## src/rtl/hsc_pkg.sv

```systemverilog
package hsc_pkg;

    typedef enum logic {
        MODE_SOFT = 1'b0,
        MODE_MARK = 1'b1
    } clr_mode_e;

    localparam int unsigned CH_PULSE = 0;
    localparam int unsigned CH_MARK  = 1;
    localparam int unsigned N_CH     = 2;

endpackage

```

## src/rtl/hsc_sync.sv

```systemverilog
module hsc_sync #(
    parameter int unsigned W      = 2,
    parameter int unsigned STAGES = 2
) (
    input  logic         clk_i,
    input  logic         srst_i,
    input  logic [W-1:0] din_i,
    output logic [W-1:0] rise_o
);
    localparam int unsigned LAST = STAGES;

    typedef struct packed {
        logic [LAST:0][W-1:0] pipe;
    } sync_state_t;

    sync_state_t st_d, st_q;

    always_comb begin
        st_d = st_q;
        st_d.pipe[0] = din_i;
        for (int i = 1; i <= LAST; i++) begin
            st_d.pipe[i] = st_q.pipe[i-1];
        end
    end

    always_ff @(posedge clk_i) begin
        if (srst_i) st_q <= '0;
        else        st_q <= st_d;
    end

    genvar b;
    generate
        for (b = 0; b < W; b++) begin : g_edge
            assign rise_o[b] = st_q.pipe[LAST-1][b] & ~st_q.pipe[LAST][b];
        end
    endgenerate
endmodule

```

## src/rtl/hsc_ctrl.sv

```systemverilog
module hsc_ctrl
    import hsc_pkg::*;
(
    input  logic      clk_i,
    input  logic      srst_i,
    input  clr_mode_e mode_i,
    input  logic      zero_i,
    input  logic      hold_i,
    input  logic      pulse_rise_i,
    input  logic      mark_rise_i,
    output logic      clr_o,
    output logic      step_o
);
    typedef struct packed {
        logic zero_prev;
    } ctrl_state_t;

    ctrl_state_t st_d, st_q;
    logic        hold_eff;

    always_comb begin
        st_d           = st_q;
        st_d.zero_prev = zero_i;
        unique case (mode_i)
            MODE_SOFT: begin
                clr_o    = zero_i & ~st_q.zero_prev;
                hold_eff = hold_i;
            end
            default: begin
                clr_o    = zero_i & mark_rise_i;
                hold_eff = hold_i & ~zero_i;
            end
        endcase
        step_o = pulse_rise_i & ~hold_eff & ~clr_o;
    end

    always_ff @(posedge clk_i) begin
        if (srst_i) st_q <= '0;
        else        st_q <= st_d;
    end
endmodule

```

## src/rtl/hsc_pv.sv

```systemverilog
module hsc_pv #(
    parameter int unsigned PV_W = 32
) (
    input  logic            clk_i,
    input  logic            srst_i,
    input  logic            clr_i,
    input  logic            step_i,
    input  logic            up_i,
    output logic [PV_W-1:0] pv_o
);
    localparam logic [PV_W-1:0] ONE = PV_W'(1);

    typedef struct packed {
        logic [PV_W-1:0] pv;
    } pv_state_t;

    pv_state_t st_d, st_q;

    always_comb begin
        st_d = st_q;
        if (clr_i) begin
            st_d.pv = '0;
        end else if (step_i) begin
            st_d.pv = up_i ? st_q.pv + ONE : st_q.pv - ONE;
        end
    end

    always_ff @(posedge clk_i) begin
        if (srst_i) st_q <= '0;
        else        st_q <= st_d;
    end

    assign pv_o = st_q.pv;
endmodule

```

## src/rtl/hsc_top.sv

```systemverilog
module hsc_top
    import hsc_pkg::*;
#(
    parameter int unsigned PV_W        = 32,
    parameter int unsigned SYNC_STAGES = 2
) (
    input  logic            clk_i,
    input  logic            srst_i,
    input  logic            pulse_i,
    input  logic            dir_i,
    input  logic            mark_i,
    input  logic            mode_i,
    input  logic            zero_i,
    input  logic            hold_i,
    output logic [PV_W-1:0] pv_o
);
    logic [N_CH-1:0] raw;
    logic [N_CH-1:0] rise;
    logic            clr;
    logic            step;
    clr_mode_e       mode;

    always_comb begin
        raw           = '0;
        raw[CH_PULSE] = pulse_i;
        raw[CH_MARK]  = mark_i;
        mode          = clr_mode_e'(mode_i);
    end

    hsc_sync #(.W(N_CH), .STAGES(SYNC_STAGES)) u_sync (
        .clk_i  (clk_i),
        .srst_i (srst_i),
        .din_i  (raw),
        .rise_o (rise)
    );

    hsc_ctrl u_ctrl (
        .clk_i        (clk_i),
        .srst_i       (srst_i),
        .mode_i       (mode),
        .zero_i       (zero_i),
        .hold_i       (hold_i),
        .pulse_rise_i (rise[CH_PULSE]),
        .mark_rise_i  (rise[CH_MARK]),
        .clr_o        (clr),
        .step_o       (step)
    );

    hsc_pv #(.PV_W(PV_W)) u_pv (
        .clk_i  (clk_i),
        .srst_i (srst_i),
        .clr_i  (clr),
        .step_i (step),
        .up_i   (dir_i),
        .pv_o   (pv_o)
    );
endmodule

```

## config.mk

```make
export PLATFORM = sky130hd
export DESIGN_NAME = hsc_top
export DESIGN_NICKNAME = d
export VERILOG_FILES = /design/src/rtl/hsc_pkg.sv /design/src/rtl/hsc_sync.sv /design/src/rtl/hsc_ctrl.sv /design/src/rtl/hsc_pv.sv /design/src/rtl/hsc_top.sv
export SDC_FILE = /design/constraint.sdc
export NUM_CORES = 1
export LEC_CHECK = 0
export BUFFER_PORTS_ARGS = -buffer_cell sky130_fd_sc_hd__buf_2
export CAP_MARGIN = 20
export CELL_PAD_IN_SITES_DETAIL_PLACEMENT = 0
export CELL_PAD_IN_SITES_GLOBAL_PLACEMENT = 1
export CORE_MARGIN = 3
export CORE_UTILIZATION = 44
export CTS_CLUSTER_DIAMETER = 80
export DETAILED_ROUTE_END_ITERATION = 8
export GPL_TIMING_DRIVEN = 0
export PLACE_DENSITY = 0.84
export SYNTH_ARGS = -nofsm -noshare
export SYNTH_HDL_FRONTEND = slang
export SYNTH_HIERARCHICAL = 1
export SYNTH_SLANG_ARGS = --single-unit
```

## constraint.sdc

```tcl
create_clock -name clk_i -period 3.5 [get_ports clk_i]
set_clock_uncertainty 0.1 [all_clocks]
set_input_delay 0.175 -clock clk_i [delete_from_list [all_inputs] [get_ports clk_i]]
set_output_delay 0.175 -clock clk_i [all_outputs]
set_load 0.05 [all_outputs]
```

; After elaboration in Yosys (flattened, before gate mapping)
; Cells that the tools add are included.
[word_totals]
register_bits = 39
input_bits = 8
out_inout_bits = 32
wordCells = 24
[op_classes]
n_addsub = 2
mux = 3
n_bitwise = 13
reduce_logical = 1
[ops]
columns = op, count
row1 = adder 32 x 1 -> 32 bit (second input constant), 1
row2 = 2-to-1 mux 32 bit, 1
row3 = subtractor 32 x 1 -> 32 bit (second input constant), 1
row4 = AND 1 bit, 7
row5 = inverter 1 bit, 6
row6 = 2-to-1 mux 1 bit, 2
row7 = OR reduction 2 bit, 1

; Longest topological paths before layout
; Gate-level depths: netlist (run 1).
[depth]
depth_word = 6
mapped_depth = 11
ltp_nobuf = 10

; Modules after synthesis
; Netlist (run 1), hierarchy kept.
[by_module_without_submodules]
columns = mod, n_inst, cells_per_inst, area_each_um2, seq_area_each_um2
row1 = hsc_pv, 1, 365, 2880.3, 640.6
row2 = hsc_sync, 1, 14, 170.2, 120.1
row3 = hsc_ctrl, 1, 8, 70.1, 20.0

; Worst setup path before layout (run 1)
; OpenSTA, ideal clock, no wires.
[synth_path]
kind = input-to-reg
from = in dir_i
to = reg u_pv.st_q, in the netlist u_pv/pv_o[30]
arrival_time_ns = 2.627
required_ns = 3.321
path_slack_ns = 0.694
cell_stages = 10
path_cell_list = inv_1 > ha_1 > a21o_1 > o21bai_1 > a221o_1 > nor2b_1 > a31o_2 > nor2_1 > mux2_2 > o211ai_1
[synth_via]
elab_chain_len = 1
[synth_rtl]
columns = element, line
row1 = start: declaration, hsc_top.sv:10  ; input logic dir_i,
row2 = 2-to-1 mux 32 bit, hsc_pv.sv:24  ; st_d.pv = up_i ? st_q.pv + ONE : st_q.pv - ONE;
row3 = end signal: assignment, hsc_pv.sv:30  ; else st_q <= st_d;
row4 = end: declaration, hsc_pv.sv:17  ; pv_state_t st_d, st_q;
; No other way between the ends.
; A chain may end at the register's enable or synchronous reset.

; Final worst setup path (run 1)
[layout_path]
from = in dir_i
to = reg u_pv.st_q, in the netlist u_pv/pv_o[26]
; The elaborated chain is that of the path after synthesis.

==> results.yml, run 1 <==
timing:
  setup_ws_ns: 0.4056
  finalSetupViolations: 0
  slew_viol_final: 0
  rsz0062_at_grt: "no"
  max_slew.worst_pin.slew_ns: 0.7022
  relSlewSlack_pct: 53.19
  fin_crit_ns: 3.094
  period_share_pct: 88.41
  timing.final.hold_violations: 0
  fmax_ghz: 0.3232
place:
  pre_cts_slack_ns: 0.1165
  dp_hpwl_mm: 5.813
  place.gp.congestion: 0.9073
  portBuffers: 39
drt:
  vias: 2938
  viasPerCell: 5.512
  drc: 0
  routed_wl_mm: 7.515
  ant_nets: 0
  first_pass_iters: 4
  drt-initial-drc-count: 114
  wl_per_cell_um: 14.10
setup_path:
  path_buf_inv: 3
  cpMostUsedCell: "o21ai_0"
  setup.worst_path.class: "input port to flop"
  crit_family: "simple AND/OR/NAND/NOR gates"
  end_kind: "flop"
  crit_chain: "buf_2 > inv_1 > buf_16 > ha_1 > a21oi_1 > o21ai_0 > or3_1 > nor3_1 > nor2_1 > a311oi_1 > xor2_1 > o21ai_0"
  cpPeakStageDelay_ns: 0.38
  path_max_fanout: 21
  cp.required_ns: 3.56
  crit_arrival_ns: 3.16
  critPathLaunchType: "input port"
  r2r_slack_ns: 0.61
  cp_slowest_cell: "a311oi_1"
finish:
  area_growth_syn_to_layout_pct: 14.80
  nNetsFinal: 475
  antenna_cells: 0
  drive_above_1_share_pct: 16.48
synthesis:
  synth_xor_area_share_pct: 7.578
  synthMuxAreaShare_pct: 5.213
  async_reset_ff_share_pct: 0
  synth.distinct_cells: 60
  synth-compound-area-share_pct: 24.46
  synth_top_family_by_area: "compound AO/OA/AOI/OAI gates"
  synth_enable_flop_cells: 0
  syn_inst: 387
  synth-simple-area-share_pct: 21.57
  syn_nets: 426
  ys.flop_type: "dfxtp_1"
  syn_area_um2: 3120
  syn_avg_cell_area_um2: 8.063
  yosys_warnings: 6
  ys_seq_area_share_pct: 25.02
  synthAdderAreaFrac_pct: 12.67
  ys_seq_elements: 39
clocking:
  cts-buffers-inserted: 5
  clk_latency_ns: 0.30
  cts_tree: "done"
  clockBufferDepth: 2
  postCtsSetupRepairBufs: 0
  cts-root-buf: "clkbuf_8"
  numClockSinks: 39
  cts.clk_slew.worst_paths_ns: 0.08
  cts_resized: 0
  cts_max_level: 2
run_status:
  status: "completed"
floorplanning:
  die-height_um: 90.22
  core.rowCount: 30
  die_w_um: 90.22
  coreArea_um2: 6832
  dieArea_um2: 8139
  pin_count: 40
  start_util_pct: 45.68
power:
  p_leak_uw: 0.001626
  power_density_nw_per_um2: 282.7
  power_uw: 1013
  irDropWorstVdd_uv: 132.3
grt:
  grt_usage_pct: 19.10
  grt_pass1_vias: 2752
  antenna_found_initial: 0
  grt_busiest_layer: "met2"
  use_met1_pct: 26.18
  grt_first_pass_wirelength_mm: 12.91
  grt_max_degree: 22
  grt-ovfl-total: 0
  use_met3_pct: 3.431
  grt_util_met2_pct: 30.86
run:
  drv_cap: 0
worst_hold_path:
  hold_class: "input port to flop"
==> synthesized netlist by cell type, types with 4 or more instances <==
cell type | number | area (µm²)
ha_1 | 30 | 375.4
o21ai_0 | 28 | 140.1
clkbuf_1 | 7 | 26.28
mux2i_1 | 14 | 140.1
a21o_1 | 13 | 97.59
nor3_1 | 10 | 50.05
nand4_1 | 4 | 25.02
nor2b_1 | 14 | 87.58
nand2_1 | 42 | 157.7
dfxtp_1 | 39 | 780.8
xor2_1 | 17 | 148.9
and3_1 | 8 | 50.05
nor2_1 | 28 | 105.1
o211ai_1 | 7 | 52.55
a21oi_1 | 30 | 150.1
and2_1 | 4 | 25.02
nand3_1 | 11 | 55.05
xnor2_1 | 10 | 87.58
inv_1 | 9 | 33.78
nand3b_1 | 4 | 30.03
==> registers in the layout, summed over array words and instances (netlist names) <==
signal / count
u_sync/st_q: 2
u_pv/pv_o: 32
u_ctrl/st_q: 1
u_sync/st_d: 4
==> worst register-to-register path, cell delays in order, from the launching register on <==
cell	delay, ns
dfxtp_1	0.33
ha_1	0.40
a21oi_1	0.25
o21ai_0	0.15
or3_1	0.33
nor3_1	0.37
nor2_1	0.19
a311oi_1	0.38
xor2_1	0.17
o21ai_0	0.08
==> per-layer routing <==
| metal | share of wire, % | wire length [µm] |
|---|---|---|
| met5 | 0 | 0 |
| met4 | 0.81 | 61 |
| met3 | 3.4 | 258 |
| met2 | 45 | 3412 |
| met1 | 50 | 3783 |
==> area by class of cell <==
type / count / area [µm²]
fillers: 690 / 3249
flip-flops and latches: 39 / 780.7
multi-input cells: 323 / 2231
inverters: 9 / 33.78
clock inverters: 2 / 16.27
clock buffers: 6 / 82.58
repair buffers: 42 / 242.7
plain buffers: 16 / 75.07
well taps: 96 / 120.1
==> path summary, 6_finish.rpt <==
kind | from | to | depth (start not counted)
setup / recovery | dir_i | u_pv/pv_o[26] | 12
hold / removal | zero_i | u_ctrl/st_q | 2
setup reg to reg | u_pv/pv_o[11] | u_pv/pv_o[26] | 9
hold reg to reg | u_sync/st_d[3] | u_sync/st_d[5] | 1
==> repair_timing <==
| action | 4_1_cts | 5_1_grt |
|---|---|---|
| hold buffers | 2 | 0 |
| endpoints found under the hold margin | 2 | 0 |
| setup endpoints to repair | 0 | 0 |
==> power breakdown <==
part	internal [µW]	leakage [µW]	switching (µW)	total (µW)
sequential	454	0.000316	6.42	460
clock	161	0.0000474	169	330
combinational	80.2	0.00126	142	223
total	695	0.00163	318	1010
==> logic make-up (layout without fill, tap and decap cells) <==
family | count (synthesis) | in the layout
compound gates | 113 | 113
xor+xnor | 27 | 27
fa+ha+maj | 31 | 31
buf+inv | 25 | 75
flops | 39 | 39
mux | 16 | 16
simple gates | 136 | 136
==> placed cells by master, fill, tap and decap left out, types with 6 or more instances in the layout <==
| cell type | instances |
|---|---|
| buf_2 | 42 |
| mux2i_1 | 14 |
| nor2b_1 | 14 |
| dfxtp_1 | 39 |
| inv_1 | 9 |
| o21ai_0 | 28 |
| ha_1 | 30 |
| nand3_1 | 11 |
| a21o_1 | 13 |
| o211ai_1 | 7 |
| xor2_1 | 17 |
| clkbuf_1 | 7 |
| nand2_1 | 42 |
| and3_1 | 8 |
| nor3_1 | 10 |
| nor2_1 | 28 |
| a21oi_1 | 30 |
| clkbuf_8 | 6 |
| xnor2_1 | 10 |
==> through the flow <==
stage | instances | TNS [ns] | hold WS, ns | utilization, % | instance area, µm²
floorplan | 387 | 0 | 0.1466 | - | 3120
global placement | 522 | -1.002 | 0.2818 | 50.29 | 3436
detailed placement | 523 | 0 | 0.2937 | 50.70 | 3463
CTS | 533 | 0 | 0.01756 | 52.44 | 3582
global route | 533 | 0 | 0.02217 | 52.44 | 3582
finish | 533 | 0 | 0.02814 | 52.44 | 3582
No activity file was read; power rests on OpenSTA's default activity.
==> inputs of run 2 (changes only) <==
- CTS_CLUSTER_DIAMETER: 80 -> not set
- MAX_ROUTING_LAYER: not set -> met4
==> run 2 against run 1 <==
Worst hold slack got worse by 0.0023 ns; combinational power is essentially flat; cell count is 0.19% lower; total power grew 7.8%; global-route usage grew 0.71 points; largest cell class unchanged.
==> results.yml, run 2 (same netlist as run 1, synthesis figures left out) <==
setup_path:
  cpMostUsedCell: "o21ai_0"
  path_buf_inv: 3
  crit_family: "compound AO/OA/AOI/OAI gates"
  r2r_slack_ns: 0.67
  path_max_fanout: 20
  setup.worst_path.class: "input port to flop"
  r2r_cells: 9
  rr_endpoint: "u_pv/pv_o[29]"
  cpPeakStageDelay_ns: 0.47
  cp.required_ns: 3.57
  critPathLaunchType: "input port"
  reg2reg_from: "u_pv/pv_o[6]"
  end_kind: "flop"
  crit_chain: "buf_2 > inv_1 > buf_16 > ha_1 > a2111oi_0 > o21ai_0 > nand2_1 > o211ai_2 > a41oi_1 > a21oi_1 > o21ai_0 > o311ai_1"
  crit_arrival_ns: 3.16
  cp_slowest_cell: "a41oi_1"
place:
  place.gp.congestion: 0.8831
  dp_hpwl_mm: 5.912
  dpl.cell_count: 523
  portBuffers: 39
floorplanning:
  coreArea_um2: 6832
  die_w_um: 90.22
  start_util_pct: 45.68
  die-height_um: 90.22
  pin_count: 40
  core.rowCount: 30
  dieArea_um2: 8139
drt:
  wl_met3_um: 358
  wl_met2_mm: 3.555
  drt-met1-wl_mm: 3.670
  vias: 2909
  top_layer_used: "met4"
  drt-initial-drc-count: 163
  first_pass_iters: 4
  ant_nets: 0
  drc: 0
  routed_wl_mm: 7.682
  viasPerCell: 5.468
  wl_per_cell_um: 14.44
finish:
  layout_common_cells: "42 x buf_2, 42 x nand2_1, 39 x dfxtp_1"
  largest_reg_flops: 32
  area_growth_syn_to_layout_pct: 15.20
  antenna_cells: 0
  fillerInstances: 685
  layout.cells.non_filler: 532
  drive_above_1_share_pct: 16.51
  nNetsFinal: 474
power:
  power_uw: 1092
  p_leak_uw: 0.001636
  power_density_nw_per_um2: 303.8
  irDropWorstVdd_uv: 162.2
clocking:
  cts_tree: "done"
  clk_latency_ns: 0.29
  cts_max_level: 2
  cts-root-buf: "clkbuf_8"
  postCtsSetupRepairBufs: 0
  clockBufferDepth: 2
  cts-buffers-inserted: 5
  numClockSinks: 39
  cts.clk_slew.worst_paths_ns: 0.08
timing:
  timing.hold.ws_ns: 0.02580
  relSlewSlack_pct: 50.46
  slew_viol_final: 0
  max_slew.worst_pin.slew_ns: 0.7337
  timing.final.hold_violations: 0
  finalSetupViolations: 0
  fmax_ghz: 0.3239
  rsz0062_at_grt: "no"
  fin_crit_ns: 3.087
  period_share_pct: 88.20
worst_hold_path:
  hold_start: "zero_i"
  hold_depth: 2
  holdPathEnd: "u_ctrl/st_q"
  hold_class: "input port to flop"
grt:
  grt_max_degree: 21
  grt_pass1_vias: 2729
  antenna_found_initial: 0
  grt_first_pass_wirelength_mm: 13.08
  grt-ovfl-total: 0
  grt_usage_pct: 19.81
run_status:
  status: "completed"
run:
  drv_cap: 0
[run 2: cell count changes in the layout (fill, tap and decap cells not counted)]
| cell | previous run | this run |
|---|---|---|
| bufinv_16 | 0 | 1 |
| clkinv_4 | 1 | 0 |
| clkinvlp_4 | 1 | 0 |
| dlygate4sd3_1 | 2 | 1 |
| inv_6 | 0 | 1 |
[run 2: final cells by class]
type	instances	area, µm²	area share, %
Timing Repair Buffer	41	232.7	6.474
Buffer	16	75.07	2.088
Sequential cell	39	780.7	21.72
Clock inverter	2	38.79	1.079
Inverter	9	33.78	0.9398
Clock buffer	6	82.58	2.297
Tap cell	96	120.1	3.341
Multi-Input combinational cell	323	2231	62.06
[run 2: how the worst max path moves through the flow]
stage                               end   from  slack (ns)  depth (start not counted)
final                     u_pv/pv_o[29]  dir_i        0.41                         12
after global routing      u_pv/pv_o[29]  dir_i        0.05                         12
after CTS                 u_pv/pv_o[26]  dir_i        0.45                         12
after detailed placement  u_pv/pv_o[26]  dir_i        0.14                         12
after global placement    u_pv/pv_o[26]  dir_i       -0.26                         11
after floorplan           u_pv/pv_o[30]  dir_i        0.69                         10
[run 2: repair_timing]
| item | CTS | global route |
|---|---|---|
| hold endpoints to repair | 1 | 0 |
| gates resized for setup | 0 | 0 |
| hold buffers | 1 | 0 |
[run 2: worst register-to-register path, stage by stage, from the launching register on]
cell,delay (ns)
dfxtp_1,0.34
ha_1,0.39
a2111oi_0,0.44
o21ai_0,0.15
nand2_1,0.19
o211ai_2,0.15
a41oi_1,0.47
a21oi_1,0.20
o21ai_0,0.18
o311ai_1,0.11
[run 2: routing by layer]
| metal | global-route usage (%) | vias up |
|---|---|---|
| met5 | - | - |
| met4 | 5.612 | 0 |
| met3 | 3.431 | 9 |
| met2 | 30.99 | 59 |
| met1 | 26.36 | 1329 |
| li1 | - | 1512 |
[run 2: stage by stage]
step / setup TNS, ns / setup WS (ns) / utilization (%) / instance area, µm²
3_3_place_gp: -1.087 / -0.2645 / 50.29 / 3436
6_report: 0 / 0.4131 / 52.62 / 3595
4_1_cts: 0 / 0.4545 / 52.62 / 3595
5_1_grt: 0 / 0.05233 / 52.62 / 3595
2_1_floorplan: 0 / 0.6944 / - / 3120
3_5_place_dp: 0 / 0.1424 / 50.70 / 3463
[run 2: power by group]
group	internal [µW]	leakage (µW)	switching, µW
clock	235	0.0000618	174
sequential	454	0.000316	6.61
combinational	79.7	0.00126	143
